$ cat config.mk
export PLATFORM = sky130hd
export DESIGN_NAME = gpio_mux_port
export DESIGN_NICKNAME = d
export VERILOG_FILES = /design/src/rtl/gpio_port_pkg.sv /design/src/rtl/gpio_regs.sv /design/src/rtl/gpio_sync.sv /design/src/rtl/gpio_owner.sv /design/src/rtl/gpio_mux_port.sv
export SDC_FILE = /design/constraint.sdc
export NUM_CORES = 1
export LEC_CHECK = 0
export ABC_AREA = 1
export BUFFER_PORTS_ARGS = -buffer_cell sky130_fd_sc_hd__buf_2
export CORE_MARGIN = 1.5
export CORE_UTILIZATION = 40
export CTS_BUF_LIST = sky130_fd_sc_hd__clkbuf_4 sky130_fd_sc_hd__clkbuf_8
export CTS_CLUSTER_DIAMETER = 60
export CTS_CLUSTER_SIZE = 20
export DETAILED_ROUTE_END_ITERATION = 8
export PLACE_DENSITY = 0.76
export SETUP_SLACK_MARGIN = 0.4
export SYNTH_ARGS = -nofsm -noshare
export SYNTH_HDL_FRONTEND = slang
export SYNTH_SLANG_ARGS = --single-unit
$ cat constraint.sdc
create_clock -name clk -period 0.8 [get_ports clk]
set_input_delay 0.12 -clock clk [delete_from_list [all_inputs] [get_ports clk]]
set_output_delay 0.12 -clock clk [all_outputs]
set_load 0.01 [all_outputs]
$ cat src/rtl/gpio_port_pkg.sv
package gpio_port_pkg;
  typedef enum logic [1:0] {
    MODE_SINGLE = 2'b00,
    MODE_EXTPROC = 2'b01,
    MODE_EXTMEM = 2'b10,
    MODE_RSVD = 2'b11
  } op_mode_e;

  localparam logic [1:0] ADDR_PINS = 2'd0;
  localparam logic [1:0] ADDR_LATCH = 2'd1;
  localparam logic [1:0] ADDR_DIR = 2'd2;
endpackage

$ cat src/rtl/gpio_regs.sv
module gpio_regs #(
  parameter int WIDTH = 8
) (
  input  logic             clk,
  input  logic             rst_n,
  input  logic             we,
  input  logic [1:0]       addr,
  input  logic [WIDTH-1:0] wdata,
  output logic [WIDTH-1:0] lat_q,
  output logic [WIDTH-1:0] dir_q
);
  import gpio_port_pkg::*;

  always_ff @(posedge clk or negedge rst_n) begin
    if (!rst_n) begin
      lat_q <= '0;
      dir_q <= '1;
    end else if (we) begin
      // both the pin and latch addresses land in the output latch
      if (addr == ADDR_PINS || addr == ADDR_LATCH) lat_q <= wdata;
      if (addr == ADDR_DIR) dir_q <= wdata;
    end
  end
endmodule

$ cat src/rtl/gpio_sync.sv
module gpio_sync #(
  parameter int WIDTH = 8,
  parameter int STAGES = 2
) (
  input  logic             clk,
  input  logic             rst_n,
  input  logic [WIDTH-1:0] d,
  output logic [WIDTH-1:0] q
);
  logic [WIDTH-1:0] chain [STAGES];

  generate
    for (genvar s = 0; s < STAGES; s++) begin : g_stage
      always_ff @(posedge clk or negedge rst_n) begin
        if (!rst_n) chain[s] <= '0;
        else if (s == 0) chain[s] <= d;
        else chain[s] <= chain[(s == 0) ? 0 : s-1];
      end
    end
  endgenerate

  assign q = chain[STAGES-1];
endmodule

$ cat src/rtl/gpio_owner.sv
module gpio_owner #(
  parameter int WIDTH = 8,
  parameter int PSP_PINS = 3,
  parameter int ALT_PIN = 7
) (
  input  logic             bus_own,
  input  logic             psp_act,
  input  logic             alt_act,
  input  logic [WIDTH-1:0] lat_q,
  input  logic [WIDTH-1:0] dir_q,
  input  logic [WIDTH-1:0] ext_out,
  input  logic             ext_oe,
  input  logic             alt_out,
  output logic [WIDTH-1:0] pad_out,
  output logic [WIDTH-1:0] pad_oe
);
  generate
    for (genvar i = 0; i < WIDTH; i++) begin : g_pin
      if (i < PSP_PINS) begin : g_strobe
        always_comb begin
          if (bus_own) begin
            pad_out[i] = ext_out[i];
            pad_oe[i] = ext_oe;
          end else if (psp_act) begin
            pad_out[i] = lat_q[i];
            pad_oe[i] = 1'b0;
          end else begin
            pad_out[i] = lat_q[i];
            pad_oe[i] = ~dir_q[i];
          end
        end
      end else if (i == ALT_PIN) begin : g_alt
        always_comb begin
          if (bus_own) begin
            pad_out[i] = ext_out[i];
            pad_oe[i] = ext_oe;
          end else begin
            pad_out[i] = alt_act ? alt_out : lat_q[i];
            pad_oe[i] = ~dir_q[i];
          end
        end
      end else begin : g_plain
        always_comb begin
          if (bus_own) begin
            pad_out[i] = ext_out[i];
            pad_oe[i] = ext_oe;
          end else begin
            pad_out[i] = lat_q[i];
            pad_oe[i] = ~dir_q[i];
          end
        end
      end
    end
  endgenerate
endmodule

$ cat src/rtl/gpio_mux_port.sv
module gpio_mux_port #(
  parameter int WIDTH = 8,
  parameter int PSP_PINS = 3,
  parameter int ALT_PIN = 7,
  parameter int SYNC_STAGES = 2
) (
  input  logic                clk,
  input  logic                rst_n,
  input  logic                reg_we,
  input  logic [1:0]          reg_addr,
  input  logic [WIDTH-1:0]    reg_wdata,
  output logic [WIDTH-1:0]    reg_rdata,
  input  logic [1:0]          mode,
  input  logic                bus_off,
  input  logic                psp_en,
  input  logic                ccp_alt_n,
  input  logic [WIDTH-1:0]    pad_in,
  output logic [WIDTH-1:0]    pad_out,
  output logic [WIDTH-1:0]    pad_oe,
  input  logic [WIDTH-1:0]    ext_bus_out,
  input  logic                ext_bus_oe,
  output logic [WIDTH-1:0]    ext_bus_in,
  output logic [PSP_PINS-1:0] psp_ctl,
  input  logic                ccp_out,
  output logic                ccp_in
);
  import gpio_port_pkg::*;

  logic [WIDTH-1:0] lat_q, dir_q, pin_sync;
  logic bus_own, psp_act, alt_act, single_chip;
  op_mode_e mode_e;

  assign mode_e = op_mode_e'(mode);
  assign single_chip = (mode_e == MODE_SINGLE) || (mode_e == MODE_RSVD);
  assign bus_own = (mode_e == MODE_EXTPROC || mode_e == MODE_EXTMEM) && !bus_off;
  assign psp_act = single_chip && psp_en;
  assign alt_act = single_chip && !ccp_alt_n;

  gpio_regs #(.WIDTH(WIDTH)) u_regs (
    .clk(clk), .rst_n(rst_n), .we(reg_we), .addr(reg_addr),
    .wdata(reg_wdata), .lat_q(lat_q), .dir_q(dir_q)
  );

  gpio_sync #(.WIDTH(WIDTH), .STAGES(SYNC_STAGES)) u_sync (
    .clk(clk), .rst_n(rst_n), .d(pad_in), .q(pin_sync)
  );

  gpio_owner #(.WIDTH(WIDTH), .PSP_PINS(PSP_PINS), .ALT_PIN(ALT_PIN)) u_owner (
    .bus_own(bus_own), .psp_act(psp_act), .alt_act(alt_act),
    .lat_q(lat_q), .dir_q(dir_q), .ext_out(ext_bus_out), .ext_oe(ext_bus_oe),
    .alt_out(ccp_out), .pad_out(pad_out), .pad_oe(pad_oe)
  );

  always_comb begin
    case (reg_addr)
      ADDR_PINS:  reg_rdata = pin_sync;
      ADDR_LATCH: reg_rdata = lat_q;
      ADDR_DIR:   reg_rdata = dir_q;
      default:    reg_rdata = '0;
    endcase
  end

  assign ext_bus_in = pin_sync;
  assign psp_ctl = psp_act ? pin_sync[PSP_PINS-1:0] : '1;
  assign ccp_in = pin_sync[ALT_PIN];
endmodule

Word-level counts from Yosys, hierarchy flattened
Cells that the tools add are included.
{"block": "classes", "n_addsub": 0, "n_mul": 0, "n_div": 0, "magnitude_cmp": 0, "eq_ne": 5, "shifts": 0, "n_mux": 22, "bitwise": 8, "reduce_logical": 12}
{"op": "8-bit case mux with 3 select lines", "count": 1}
{"op": "1-bit 2-to-1 mux", "count": 20}
{"op": "1-bit NOT", "count": 8}
{"op": "2-bit equality test, second input constant", "count": 3}
{"op": "2-bit by 1-bit equality test with 1-bit output, second input constant", "count": 2}
{"op": "2-bit logical NOT", "count": 2}
{"op": "2-bit AND reduction", "count": 2}
{"op": "1-bit logical AND", "count": 3}
{"op": "1-bit logical OR", "count": 3}
{"op": "3-bit 2-to-1 mux", "count": 1}
{"op": "1-bit logical NOT", "count": 2}
{"block": "word_totals", "regBits": 32, "latch_bits": 0, "ram_bits": 0, "rom_bits": 0, "input_bits": 36, "output_inout_bits": 36, "wordCells": 51, "n_memories": 0}

Logic depth before layout (Yosys ltp)
{"block": "logic_depth", "depth_word": 5, "mapped_depth": 7, "mapped_depth_nobuf": 6}

Cells and area by module
A second synthesis with hierarchy kept.
{"block": "hier_totals", "hier_cells": 193, "area_unflattened_um2": 1616.6}
{"mod": "gpio_regs", "n_inst": 1, "cells_per_inst": 71, "area_per_inst_um2": 699.4, "seq_area_each_um2": 410.4}
{"mod": "gpio_sync", "n_inst": 1, "cells_per_inst": 24, "area_per_inst_um2": 460.4, "seq_area_each_um2": 400.4}
{"mod": "gpio_mux_port", "n_inst": 1, "cells_per_inst": 56, "area_per_inst_um2": 266.5, "seq_area_each_um2": 0.0}
{"mod": "gpio_owner", "n_inst": 1, "cells_per_inst": 42, "area_per_inst_um2": 190.2, "seq_area_each_um2": 0.0}

Least setup slack after synthesis
OpenSTA, ideal clock, no wires.
{"block": "synth_timing", "kind": "input-to-output", "startpoint": "in mode[0]", "endpoint": "out pad_oe[3]", "arrival_ns": 0.809, "required_ns": 0.680, "setup_slack_ns": -0.129, "cell_stages": 6, "path_buffers": 1, "path_cell_list": "inv_1 > nand2_1 > nand3_2 > inv_2 > buf_2 > o21ai_0"}
{"block": "synth_between", "elab_chain_cells": 4, "elab_cells_between_ends": 5, "classes_between": "eq/ne (2); mux (1); reduce/logical (2)"}
{"element": "start: declaration", "line_no": "gpio_mux_port.sv:13", "rtl": "input logic [1:0] mode,"}
{"element": "2-bit by 1-bit equality test with 1-bit output / 2-bit equality test (equally long branches)", "line_no": "gpio_mux_port.sv:35", "rtl": "assign bus_own = (mode_e == MODE_EXTPROC || mode_e == MODE_EXTMEM) && !bus_off;"}
{"element": "1-bit logical OR (*)", "line_no": "gpio_mux_port.sv:35"}
{"element": "1-bit logical AND (*)", "line_no": "gpio_mux_port.sv:35"}
{"element": "1-bit 2-to-1 mux (*)", "line_no": "gpio_owner.sv:44", "rtl": "if (bus_own) begin"}
{"element": "end: declaration", "line_no": "gpio_mux_port.sv:19", "rtl": "output logic [WIDTH-1:0] pad_oe,"}
Mark *: on every way between the ends. The rest lies on a longest branch, timed or not.

Worst setup path in the final report
{"block": "layout_timing", "startpoint": "reg u_regs.dir_q[1]", "endpoint": "out reg_rdata[1]"}
{"block": "layout_between", "elab_chain_cells": 1}
{"element": "start: declaration", "line_no": "gpio_regs.sv:10", "rtl": "output logic [WIDTH-1:0] dir_q"}
{"element": "start signal: assignment", "line_no": "gpio_regs.sv:21", "rtl": "if (addr == ADDR_DIR) dir_q <= wdata;"}
{"element": "8-bit case mux with 3 select lines", "line_no": "gpio_mux_port.sv:55", "rtl": "case (reg_addr)"}
{"element": "end: declaration", "line_no": "gpio_mux_port.sv:12", "rtl": "output logic [WIDTH-1:0] reg_rdata,"}
Every way passes these cells.

==> flow_summary.ini <==
[status]
status = finished with violations
violations = hold timing, setup timing

[grt]
grt_max_degree = 33
grt_pass1_wl_um = 6686
antenna_found_initial = 0
grtUsageTotal_pct = 21.69
grt-ovfl-total = 0
grt_pass1_vias = 1502

[clock_network]
cts_sinks = 32
clockRootBuffer = clkbuf_8
path_clk_slew_ns = 0.06
cts_tree = yes
clock_latency_ns = 0.28
clockBufferDepth = 2
htree_levels = 2
cts_buffers = 5

[floorplan]
initial_core_util_pct = 41.49
die_area_sq_um = 4147
rows = 22
dieWidth_um = 64.40
ios = 72
coreArea_sq_um = 3633
fp.dieH_um = 64.40

[synthesis]
synth_area_leaders = dfrtp_1 40%, dfstp_2 14%, nand2_1 13%
syn_inst = 168
yosysUniqueCellTypes = 19
synth_seq_cells = 32
syn_area_per_cell_sq_um = 8.974
ys_warn_count = 0
yosysSeqAreaShare_pct = 53.78
synth_top_area_share_pct = 39.83
synth.net_count = 204
netlist_area_sq_um = 1508
yosysTopAreaCell = dfrtp_1

[cells_and_area]
ff_latch_area_sq_um = 810.8
final_cells = 314
area_delta_synth_final_pct = 79.42
fill_cells = 280
antennaDiodeCount = 0
drive_gt1_share_pct = 71.05
multi_input_area_sq_um = 762.0
final_cell_area_sq_um = 2705
finalNetCount = 301

[placement]
pre_cts_ws_ns = -0.3596
dp_cells = 290
gp_congestion = 0.7740
portBuffers = 71
place_area_sq_um = 2176
place_hpwl_um = 2769

[drt]
ant_nets = 0
vias = 1485
first_pass_iters = 4
detail_route.wl_per_cell_um = 13.78
initialDrtViolationCount = 65
route.detailed.drc = 0
wirelength_um = 4328
post_drt_via_cell_ratio = 4.729

[power_and_ir_drop]
swShare_pct = 28.25
power_frac_comb_pct = 32.3
pwr-share-seq_pct = 37.9
power.density_nw_per_um2 = 1897
p_clk_share_pct = 29.7
power.leakage_nw = 1.349
vdd_drop_max_uv = 1644
p_sw_mw = 1.449
power.internal_mw = 3.681

[critical_path]
crit_slowest_cell = dfstp_2
slowest_delay_ns = 0.55
startpoint_type = register
worst_ep_required_time_ns = 0.68
cp_max_fo = 3
end_kind = output port
timing.critical_path.buf_inv = 1
critPathArrivalTime_ns = 1.20
critPathKind = reg2out
crit_family = flip-flops
crit_chain = nand2_1 > o211ai_1 > buf_2

[timing]
clock_skew_ns = 0.0004624
slew_headroom_pct = 78.43
fmaxAchievable_ghz = 0.7556
hold_slack_ns = -0.2270
period_needed_ns = 1.323
fin_ws_ns = -0.5235
slew_viol_final = 0
period_share_pct = 165.4
worst_slew_pin_slew_ns = 0.3228
rsz0062_at_grt = true
setup_viol = 45
final_hold_viol_count = 40

[min_path]
hold_class = in2async

[flow_run]
maxCapViolCount = 0
==> placed cells by master, fill, tap and decap left out, types with 2 or more instances in the layout <==
cell type / n
o211ai_1: 7
buf_2: 52
buf_12: 3
inv_1: 9
inv_2: 8
dfrtp_1: 24
buf_6: 41
nand2_2: 20
o21ai_1: 5
dfstp_2: 8
or2_4: 3
o21ai_4: 6
o21ai_2: 17
nand3b_1: 3
nand3_2: 2
clkbuf_8: 5
nand2_1: 24
nand2_4: 9
buf_4: 4
nand3_1: 4
==> final cells by class <==
class	count	area share, %
timing repair buffer	102	31.59
sequential	32	29.97
multi-input combinational	103	28.17
inverter	21	3.932
clock buffer	6	2.821
tap	48	2.220
clock inverter	2	1.295
==> synthesized netlist by cell type <==
master	count
buf_2	2
buf_4	8
buf_6	2
dfrtp_1	24
dfstp_2	8
inv_1	19
inv_2	2
nand2_1	52
nand2_4	1
nand3_1	6
nand3_2	1
nand3b_1	3
nor2_1	1
nor2_4	1
o211ai_1	7
o21ai_0	18
o21ai_1	2
o21ai_2	8
or2_2	3
==> path summary, 6_finish.rpt <==
| check | from | cells past startpoint | end | slack, ns |
|---|---|---|---|---|
| min in group clk | pad_in[0] | 1 | u_sync.chain[8] | -0.06 |
| max in group asynchronous | rst_n | 2 | u_regs.dir_q[2] | 0.79 |
| worst min-delay path | rst_n | 2 | u_regs.lat_q[4] | -0.23 |
| worst max register to register | u_regs.dir_q[3] | 5 | u_regs.dir_q[3] | -0.17 |
| worst max-delay path | u_regs.dir_q[1] | 3 | reg_rdata[1] | -0.52 |
| worst min register to register | u_sync.chain[9] | 0 | u_sync.q[1] | 0.35 |
==> state kept, by name, indices dropped and copies added (netlist names) <==
name          count
u_sync.chain      8
u_sync.q          8
u_regs.dir_q      8
u_regs.lat_q      8
==> timing repair <==
item	CTS	global route
cloned	1	0
setup endpoints to repair	60	60
gates resized for setup	53	28
pin swaps	12	3
endpoints found under the hold margin	40	32
buffers inserted	5	10
==> per-layer routing <==
| metal | global-route usage, % | vias to the layer above | wire (um) | share of wire, % |
|---|---|---|---|---|
| li1 | - | 723 | - | - |
| met1 | 24.89 | 696 | 1741 | 40 |
| met2 | 38.54 | 60 | 2240 | 52 |
| met3 | 6.866 | 6 | 299 | 6.9 |
| met4 | 6.383 | 0 | 47 | 1.1 |
| met5 | 0 | - | 0 | 0 |
==> metrics by stage <==
stage / TNS, ns / util, % / power (mW)
floorplan: -0.1497 / - / 2.645
CTS: -12.68 / 69.42 / 4.919
detailed placement: -9.775 / 59.88 / 3.108
global route: -14.60 / 74.45 / 5.368
global placement: -9.465 / 59.88 / 3.091
finish: -13.02 / 74.45 / 5.131
==> logic make-up (layout without fill, tap and decap cells) <==
kind of cell	after synthesis	in the layout	synth area share, %
compound gates	35	35	14.77
flops	32	32	53.78
simple gates	68	68	20.08
buf+inv	33	131	11.37
==> power by group through the flow <==
stage	sequential, mW	clock [mW]	combinational (mW)
finish	1.95	1.53	1.66
global route	1.97	1.63	1.78
CTS	1.93	1.57	1.41
detailed placement	1.94	0	1.17
global placement	1.94	0	1.15
floorplan	1.94	0	0.708
Power figures use the tool's default switching activity.
